### src/rtl/sd_fifo_pkg.sv
package sd_fifo_pkg;
  localparam int FIELD_W     = 5;
  localparam int FILL_LSB    = 4;
  localparam int WTHR_LSB    = 9;
  localparam int RTHR_LSB    = 14;
  localparam int DEBUG_W     = 32;
  localparam int STATUS_W    = 11;
  localparam int ST_FIFO_ERR = 3;
  localparam int ST_BLK_DONE = 9;
endpackage

### src/rtl/sd_fifo_mem.sv
module sd_fifo_mem #(
  parameter int DEPTH  = 16,
  parameter int DATA_W = 32,
  localparam int ADDR_W = $clog2(DEPTH),
  localparam int FILL_W = $clog2(DEPTH + 1)
) (
  input  logic              clk_i,
  input  logic              rst_ni,
  input  logic              flush_i,
  input  logic              push_i,
  input  logic              pop_i,
  input  logic [DATA_W-1:0] wdata_i,
  output logic [DATA_W-1:0] rdata_o,
  output logic [FILL_W-1:0] fill_o,
  output logic              push_ok_o,
  output logic              pop_ok_o,
  output logic              overflow_o,
  output logic              underflow_o
);
  logic [DATA_W-1:0] mem_q [DEPTH];
  logic [ADDR_W-1:0] wr_ptr_q, rd_ptr_q;
  logic [FILL_W-1:0] fill_q;
  logic              full, empty;

  assign full        = (fill_q == FILL_W'(DEPTH));
  assign empty       = (fill_q == '0);
  assign pop_ok_o    = pop_i && !empty;
  assign push_ok_o   = push_i && (!full || pop_ok_o);
  assign overflow_o  = push_i && !push_ok_o;
  assign underflow_o = pop_i && !pop_ok_o;
  assign rdata_o     = mem_q[rd_ptr_q];
  assign fill_o      = fill_q;

  always_ff @(posedge clk_i) begin
    if (push_ok_o && !flush_i) mem_q[wr_ptr_q] <= wdata_i;
  end

  always_ff @(posedge clk_i or negedge rst_ni) begin
    if (!rst_ni) begin
      wr_ptr_q <= '0;
      rd_ptr_q <= '0;
      fill_q   <= '0;
    end else if (flush_i) begin
      wr_ptr_q <= '0;
      rd_ptr_q <= '0;
      fill_q   <= '0;
    end else begin
      if (push_ok_o) wr_ptr_q <= wr_ptr_q + 1'b1;
      if (pop_ok_o)  rd_ptr_q <= rd_ptr_q + 1'b1;
      case ({push_ok_o, pop_ok_o})
        2'b10:   fill_q <= fill_q + 1'b1;
        2'b01:   fill_q <= fill_q - 1'b1;
        default: fill_q <= fill_q;
      endcase
    end
  end
endmodule

### src/rtl/sd_fifo_blk_ctr.sv
module sd_fifo_blk_ctr #(
  parameter int WORD_W       = 30,
  parameter int BLKS_W       = 9,
  parameter bit COUNT_BLOCKS = 1'b1
) (
  input  logic              clk_i,
  input  logic              rst_ni,
  input  logic              load_i,
  input  logic [WORD_W-1:0] words_i,
  input  logic [BLKS_W-1:0] blocks_i,
  input  logic              step_i,
  output logic [WORD_W-1:0] rem_o,
  output logic              done_o
);
  logic [WORD_W-1:0] wpb_q, rem_q;
  logic              active, wrap;

  assign wrap  = step_i && active && (rem_q == WORD_W'(1));
  assign rem_o = rem_q;

  always_ff @(posedge clk_i or negedge rst_ni) begin
    if (!rst_ni) begin
      wpb_q <= '0;
      rem_q <= '0;
    end else if (load_i) begin
      wpb_q <= words_i;
      rem_q <= words_i;
    end else if (wrap) begin
      rem_q <= wpb_q;
    end else if (step_i && active && rem_q != '0) begin
      rem_q <= rem_q - 1'b1;
    end
  end

  generate
    if (COUNT_BLOCKS) begin : g_blocks
      logic [BLKS_W-1:0] blk_q;
      logic              done_q;
      assign active = (blk_q != '0);
      assign done_o = done_q;
      always_ff @(posedge clk_i or negedge rst_ni) begin
        if (!rst_ni) begin
          blk_q  <= '0;
          done_q <= 1'b0;
        end else if (load_i) begin
          blk_q  <= blocks_i;
          done_q <= 1'b0;
        end else if (wrap) begin
          blk_q <= blk_q - 1'b1;
          if (blk_q == BLKS_W'(1)) done_q <= 1'b1;
        end
      end
    end else begin : g_words_only
      assign active = 1'b1;
      assign done_o = 1'b0;
    end
  endgenerate
endmodule

### src/rtl/sd_fifo_gate.sv
module sd_fifo_gate #(
  parameter int FILL_W = 5,
  parameter int THR_W  = 5,
  parameter int REM_W  = 30
) (
  input  logic [FILL_W-1:0] fill_i,
  input  logic [THR_W-1:0]  thr_i,
  input  logic [REM_W-1:0]  rem_i,
  output logic              go_o
);
  logic [REM_W-1:0] fill_x, thr_x;
  assign fill_x = REM_W'(fill_i);
  assign thr_x  = REM_W'(thr_i);
  // tail rule lets a short block tail through below threshold
  assign go_o = (fill_i != '0) && ((fill_x >= thr_x) || (fill_x >= rem_i));
endmodule

### src/rtl/sd_data_fifo.sv
module sd_data_fifo
  import sd_fifo_pkg::*;
#(
  parameter int DEPTH   = 16,
  parameter int DATA_W  = 32,
  parameter int BYTES_W = 32,
  parameter int BLKS_W  = 9,
  localparam int FILL_W = $clog2(DEPTH + 1),
  localparam int WORD_W = BYTES_W - 2
) (
  input  logic                clk_i,
  input  logic                rst_ni,
  input  logic                xfer_start_i,
  input  logic                dir_read_i,
  input  logic [BYTES_W-1:0]  blk_bytes_i,
  input  logic [BLKS_W-1:0]   blk_count_i,
  input  logic [FIELD_W-1:0]  rd_thr_i,
  input  logic [FIELD_W-1:0]  wr_thr_i,
  input  logic                host_wr_i,
  input  logic [DATA_W-1:0]   host_wdata_i,
  input  logic                host_rd_i,
  output logic [DATA_W-1:0]   host_rdata_o,
  input  logic                card_push_i,
  input  logic [DATA_W-1:0]   card_wdata_i,
  input  logic                card_pop_i,
  output logic [DATA_W-1:0]   card_rdata_o,
  output logic                host_ready_o,
  output logic                card_start_o,
  output logic [DEBUG_W-1:0]  debug_o,
  output logic [STATUS_W-1:0] status_o
);
  logic              dir_q, err_q;
  logic              push, pop, push_ok, pop_ok, ovf, udf;
  logic [DATA_W-1:0] wdata, rdata;
  logic [FILL_W-1:0] fill;
  logic [WORD_W-1:0] words, host_rem, card_rem;
  logic              blk_done, rd_go, wr_go;

  assign push  = dir_q ? card_push_i  : host_wr_i;
  assign wdata = dir_q ? card_wdata_i : host_wdata_i;
  assign pop   = dir_q ? host_rd_i    : card_pop_i;
  assign words = blk_bytes_i[BYTES_W-1:2];

  always_ff @(posedge clk_i or negedge rst_ni) begin
    if (!rst_ni) begin
      dir_q <= 1'b0;
      err_q <= 1'b0;
    end else if (xfer_start_i) begin
      dir_q <= dir_read_i;
      err_q <= 1'b0;
    end else if (ovf || udf) begin
      err_q <= 1'b1;
    end
  end

  sd_fifo_mem #(.DEPTH(DEPTH), .DATA_W(DATA_W)) u_mem (
    .clk_i, .rst_ni,
    .flush_i(xfer_start_i), .push_i(push), .pop_i(pop), .wdata_i(wdata),
    .rdata_o(rdata), .fill_o(fill), .push_ok_o(push_ok), .pop_ok_o(pop_ok),
    .overflow_o(ovf), .underflow_o(udf)
  );

  sd_fifo_blk_ctr #(.WORD_W(WORD_W), .BLKS_W(BLKS_W), .COUNT_BLOCKS(1'b0)) u_host_ctr (
    .clk_i, .rst_ni, .load_i(xfer_start_i), .words_i(words), .blocks_i(blk_count_i),
    .step_i(dir_q ? pop_ok : push_ok), .rem_o(host_rem), .done_o()
  );

  sd_fifo_blk_ctr #(.WORD_W(WORD_W), .BLKS_W(BLKS_W), .COUNT_BLOCKS(1'b1)) u_card_ctr (
    .clk_i, .rst_ni, .load_i(xfer_start_i), .words_i(words), .blocks_i(blk_count_i),
    .step_i(dir_q ? push_ok : pop_ok), .rem_o(card_rem), .done_o(blk_done)
  );

  sd_fifo_gate #(.FILL_W(FILL_W), .THR_W(FIELD_W), .REM_W(WORD_W)) u_rd_gate (
    .fill_i(fill), .thr_i(rd_thr_i), .rem_i(host_rem), .go_o(rd_go)
  );

  sd_fifo_gate #(.FILL_W(FILL_W), .THR_W(FIELD_W), .REM_W(WORD_W)) u_wr_gate (
    .fill_i(fill), .thr_i(wr_thr_i), .rem_i(card_rem), .go_o(wr_go)
  );

  assign host_ready_o = dir_q && rd_go;
  assign card_start_o = !dir_q && wr_go;
  assign host_rdata_o = rdata;
  assign card_rdata_o = rdata;

  always_comb begin
    debug_o = '0;
    debug_o[FILL_LSB+:FIELD_W] = FIELD_W'(fill);
    debug_o[WTHR_LSB+:FIELD_W] = wr_thr_i;
    debug_o[RTHR_LSB+:FIELD_W] = rd_thr_i;
    status_o = '0;
    status_o[ST_FIFO_ERR] = err_q;
    status_o[ST_BLK_DONE] = blk_done;
  end
endmodule

### config.mk
export PLATFORM = sky130hd
export DESIGN_NAME = sd_data_fifo
export DESIGN_NICKNAME = d
export VERILOG_FILES = /design/src/rtl/sd_fifo_pkg.sv /design/src/rtl/sd_fifo_mem.sv /design/src/rtl/sd_fifo_blk_ctr.sv /design/src/rtl/sd_fifo_gate.sv /design/src/rtl/sd_data_fifo.sv
export SDC_FILE = /design/constraint.sdc
export NUM_CORES = 1
export LEC_CHECK = 0
export BUFFER_PORTS_ARGS = -buffer_cell sky130_fd_sc_hd__buf_2
export CORE_ASPECT_RATIO = 2
export CORE_MARGIN = 2
export CORE_UTILIZATION = 50
export DETAILED_ROUTE_END_ITERATION = 8
export GPL_ROUTABILITY_DRIVEN = 0
export PLACE_DENSITY = 0.69
export SYNTH_ARGS = -nofsm -noshare
export SYNTH_HDL_FRONTEND = slang
export SYNTH_SLANG_ARGS = --single-unit
### constraint.sdc
create_clock -name clk_i -period 5 [get_ports clk_i]
set_input_delay 0.75 -clock clk_i [delete_from_list [all_inputs] [get_ports clk_i]]
set_output_delay 0.75 -clock clk_i [all_outputs]
set_load 0.005 [all_outputs]
Yosys cells after proc, flatten, opt, wreduce, memory -nomap -nowiden
Memory sizes are Yosys's and may differ from the RTL's.
Cells that the tools add are included.
{"block": "totals", "wordCells": 92, "inputBits": 123, "memories": 1, "ram_bits": 512, "ff_bits": 115, "output_inout_bits": 109}
{"block": "classes", "n_reduce_logical": 38, "muxes": 26, "n_addsub": 7, "magnitude_cmp": 4, "eq_ne": 6}
{"memory": "u_mem.mem_q", "depth": 16, "word_bits": 32, "rd": 1, "rd_clocked_by_memory_dff": 0, "write_ports": 1, "line": "sd_fifo_mem.sv:20", "source": "logic [DATA_W-1:0] mem_q [DEPTH];"}
{"cell": "30-bit 2-to-1 mux", "n": 6}
{"cell": "30-bit by 1-bit == test with 1-bit output (second input constant)", "n": 2}
{"cell": "5-bit by 30-bit >= comparator with 1-bit output", "n": 2}
{"cell": "30-bit nonzero test", "n": 2}
{"cell": "30-bit by 1-bit subtractor with 30-bit output (second input constant)", "n": 2}
{"cell": "32-bit 2-to-1 mux", "n": 1}
{"cell": "9-bit 2-to-1 mux", "n": 2}
{"cell": "4-bit 2-to-1 mux", "n": 4}
{"cell": "1-bit logical AND", "n": 14}
{"cell": "1-bit 2-to-1 mux", "n": 11}
{"cell": "5-bit >= comparator", "n": 2}
{"cell": "5-bit case mux with 2 select lines", "n": 1}
{"cell": "2-bit nonzero test", "n": 5}
{"cell": "9-bit by 1-bit == test with 1-bit output (second input constant)", "n": 1}
{"cell": "3-bit nonzero test", "n": 3}
{"cell": "9-bit nonzero test", "n": 1}
{"cell": "9-bit by 1-bit subtractor with 9-bit output (second input constant)", "n": 1}
{"cell": "4-bit by 1-bit adder with 4-bit output (second input constant)", "n": 2}
{"cell": "1-bit logical NOT", "n": 6}
{"cell": "5-bit by 1-bit adder with 5-bit output (second input constant)", "n": 1}
{"cell": "5-bit == test (second input constant)", "n": 1}
{"cell": "5-bit logical NOT", "n": 1}
{"cell": "5-bit 2-to-1 mux", "n": 1}
{"cell": "5-bit nonzero test", "n": 1}
{"cell": "other kinds (5)", "n": 8}

Depth between registers and ports, before layout
{"block": "depth", "word_depth": 11, "ltp_mapped": 12}

Cells and area by module
From an unflattened synthesis, not the netlist that was laid out.
{"block": "unflattened", "cells_unflattened": 1835, "area_unflattened_um2": 29381.9}
{"module": "sd_fifo_mem", "cells_each": 832, "seq_area_each_um2": 15700.1, "instances": 1, "area_each_um2": 20216.9}
{"module": "sd_fifo_blk_ctr at u_card_ctr", "cells_each": 440, "seq_area_each_um2": 1751.7, "instances": 1, "area_each_um2": 4037.6}
{"module": "sd_fifo_blk_ctr at u_host_ctr", "cells_each": 361, "seq_area_each_um2": 1501.4, "instances": 1, "area_each_um2": 3398.3}
{"module": "sd_data_fifo", "cells_each": 118, "seq_area_each_um2": 50.0, "instances": 1, "area_each_um2": 1081.0}
{"module": "sd_fifo_gate", "cells_each": 42, "seq_area_each_um2": 0.0, "instances": 2, "area_each_um2": 324.1}

Least setup slack after synthesis
Ideal clock, no wire load.
{"block": "synth_timing", "path_kind": "input port to flip-flop", "startpoint": "input port xfer_start_i", "endpoint": "memory u_mem.mem_q[0][0], enable pin", "slack_ns": 0.487, "t_arrival_ns": 4.052, "setup_ns": 0.461, "stages": 7, "path_cell_list": "clkbuf_1 inv_1 clkbuf_1 clkbuf_1 and2_1 nand2_1 nor3_1"}
{"block": "synth_via", "elab_chain_len": 4}
{"item": "start: declaration", "line": "sd_data_fifo.sv:13", "source": "input logic xfer_start_i,"}
{"item": "1-bit logical NOT", "line": "sd_fifo_mem.sv:35", "source": "if (push_ok_o && !flush_i) mem_q[wr_ptr_q] <= wdata_i;"}
{"item": "1-bit logical AND", "line": "sd_fifo_mem.sv:35"}
{"item": "1-bit 2-to-1 mux", "line": "sd_fifo_mem.sv:35"}
{"item": "1-bit 2-to-1 mux (implied by the code)", "line": "sd_fifo_mem.sv:35"}
{"item": "end: declaration", "line": "sd_fifo_mem.sv:20"}
No other way between the ends.

Worst setup path in the final report
{"block": "layout_timing", "startpoint": "register u_mem.rd_ptr_q[0]", "endpoint": "output port card_rdata_o[26]"}
{"block": "layout_via", "elab_chain_len": 1}
{"item": "start: declaration", "line": "sd_fifo_mem.sv:21", "source": "logic [ADDR_W-1:0] wr_ptr_q, rd_ptr_q;"}
{"item": "start signal: assignment", "line": "sd_fifo_mem.sv:49", "source": "if (pop_ok_o) rd_ptr_q <= rd_ptr_q + 1'b1;"}
{"item": "memory read 16 x 32 bit"}
{"item": "end: declaration", "line": "sd_data_fifo.sv:26", "source": "output logic [DATA_W-1:0] card_rdata_o,"}
No other way between the ends.

==> results by group <==
Drt
  • Vias: 16463
  • Final wirelength: 69700 microns
  • Iter 0 DRT Violations: 1448
  • Via/cell ratio: 6.15
  • DR WL/cell: 26.0 microns
  • Router iterations before antenna repair: 7
  • DRC: 0
  • Antenna viol nets, final: 0

Floorplanning
  • Core area: 55100 sq um
  • Die Area: 57600 sq um
  • I/O pin cnt: 232
  • Initial Utilization: 50.4%
  • Die Y: 337 microns
  • # rows: 122
  • Horiz. Die Dim: 171 microns

Run
  • MaxCap Viol Count: 0

Pwr
  • Peak supply drop: 0.291 mV
  • Leak pwr: 10.8 nW
  • Power Total: 0.0133 W
  • P per Cell Area: 426 nW/um^2

Critical path
  • Crit path max fanout: 55
  • CP Class: reg2out
  • Flop2flop setup slack: 1330 ps
  • Crit end category: output pin
  • Worst Setup Start Kind: register
  • Crit path DAT: 3060 ps
  • WP data required: 4250 ps

Layout
  • Area of the multi-input gates: 8680 sq um
  • Fillcell total: 4224
  • Final Non-Filler Cells: 2678
  • Design area: 31200 sq um
  • Commonest non-fill, non-tap cell in the layout: edfxtp_1
  • Most frequent cells in the layout: edfxtp_1, buf_2, mux4_2, dfrtp_1, nand2_1
  • Nets: 2048
  • Fraction of layout cells with a size suffix above 1: 29.2%
  • Reg area: 18300 sq um
  • Syn-to-layout area delta: 12.2%

Synth
  • Sequential area share after synthesis: 65.7%
  • Area contributors post-synth: edfxtp_1, mux4_2, dfrtp_1, buf_4, ha_1
  • Synthesized area per cell: 16.2 sq um
  • Warnings from Yosys: 0
  • Yosys top cell by area: edfxtp_1
  • Post-synthesis instance total: 1718
  • Top cell type's share of synthesized area: 55.3%
  • Ys async rst share: 18.3%
  • Post-synth EDFFs: 512
  • Synth cell types: 91
  • Primary FF master, synth: edfxtp_1
  • Post-synthesis cell area: 27800 sq um
  • Synthesized flop and latch total: 627

Timing
  • Slew Limit Headroom: 27.4%
  • Fin worst setup slack: 1190 ps
  • Measured slew at the worst slew-check pin: 1070 ps
  • Final period util: 76.1%
  • Final worst clock skew: 12.7 ps
  • Final min period: 3810 ps
  • Total Neg Setup Slack: 0 ps
  • Final Max Tran Viols: 0
  • Unrepaired setup endpoints after global routing: false
  • # setup viols final: 0
  • Achievable Freq: 0.263 GHz
  • Fin. Hold Viols: 0

Global route
  • Number of global-route vias before repair: 17001
  • Met3 Usage GRT: 3.13%
  • GRT Residual Overflow: 0
  • Gr usage total: 24.7%
  • GR peak layer: met2
  • GR Util met1: 28.0%
  • GR Util met2: 45.1%
  • Largest net degree at the start of global routing: 67
  • Initial antenna violation count: 4
  • First-pass GRT wire length: 104000 microns

Placement
  • Post-place instance area: 29500 sq um
  • Pre-CTS setup slack: 1450 ps
  • DP HPWL: 44400 microns
  • Number of port buffers: 203
  • Dpl cells: 2578

Clock network
  • Cts repair resizes: 0
  • CTS Hold Bufs: 0
  • Longest Clk Path Bufs: 3
  • Clk sinks: 627
  • Post-CTS Setup Inserts: 0
  • TritonCTS buffer count: 53
  • TritonCTS clock tree: built
  • Clock-pin slew on the worst setup and hold paths: 70 ps
  • Clock Latency Late Sink: 600 ps
  • Clock root cell: clkbuf_16
  • H-tree level count: 2

Status
  • Outcome: completed

Worst hold path
  • HP Class: in2async
final timing paths:
kind	start	to	cells after the start
worst max-delay path	u_mem.rd_ptr_q[0]$_DFFE_PN0P_	card_rdata_o[26]	4
worst min-delay path	rst_ni	u_card_ctr.g_blocks.blk_q[1]$_DFFE_PN0P_	1
worst max register to register	u_host_ctr.rem_o[7]$_DFFE_PN0P_	u_host_ctr.rem_o[6]$_DFFE_PN0P_	7
worst min register to register	u_card_ctr.wpb_q[27]$_DFFE_PN0P_	u_card_ctr.wpb_q[27]$_DFFE_PN0P_	2
max in group asynchronous	rst_ni	u_mem.rd_ptr_q[1]$_DFFE_PN0P_	2
min in group clk_i	blk_count_i[1]	u_card_ctr.g_blocks.blk_q[1]$_DFFE_PN0P_	3
critical path: stages (launching register included):
cell and delay, ps:
dfrtp_4 670, buf_12 410, mux4_2 580, mux4_2 560, buf_2 170
per-stage QoR:
step / hold slack [ps] / util (%)
after global placement: 487 / 53.5
final: 190 / 56.6
after CTS: 188 / 56.5
after detailed placement: 484 / 53.5
after floorplan: 454 / -
after global routing: 236 / 56.6
registers in the layout, indices dropped and copies added, names as in the netlist:
| name | cells |
|---|---|
| dir_q | 1 |
| err_q | 1 |
| u_card_ctr.done_o | 1 |
| u_card_ctr.g_blocks.blk_q | 9 |
| u_card_ctr.rem_o | 30 |
| u_card_ctr.wpb_q | 30 |
| u_host_ctr.rem_o | 30 |
| u_mem.fill_o | 5 |
| u_mem.mem_q | 512 |
| u_mem.rd_ptr_q | 4 |
| u_mem.wr_ptr_q | 4 |
report_power, final:
group          internal [W]  switching (W)  leakage, nW
Combinational       0.00147        0.00152         3.98
Sequential          0.00591       0.000293         6.04
Clock               0.00224        0.00187        0.803
synthesized netlist by cell type, types with 25 or more instances:
master / n
edfxtp_1: 512
mux4_2: 160
dfrtp_1: 115
nand2_1: 102
nor2_1: 77
buf_4: 72
o21ai_0: 62
inv_1: 56
clkbuf_1: 53
nor3_1: 39
mux2_2: 38
ha_1: 35
a21oi_1: 28
a31oi_1: 25
layer usage:
layer	part of all wire, %	wire length [microns]
met1	35	24200
met2	54	37600
met4	5.3	3700
met5	0	0
met3	6.1	4230
area by class of cell:
cell class                 instances  area share, %
sequential                       627           58.6
tap                              744           2.99
timing repair buffer             243           4.48
multi-input combinational        908           27.8
clock inverter                    31          0.935
clock buffer                      65           4.47
inverter                          56          0.674
antenna                            4         0.0321
cells by family after synthesis:
family	after synthesis	synth area share [%]
AOI/OAI and AO/OA	277	7.08
muxes	206	14.8
xor gates and xnor gates	22	0.693
and+or+nand+nor	341	6.23
DFF	627	65.7
other	1	0.0135
adders and majority gates	36	1.65
buffers and inverters	208	3.84
No activity file was read; power rests on OpenSTA's default activity.
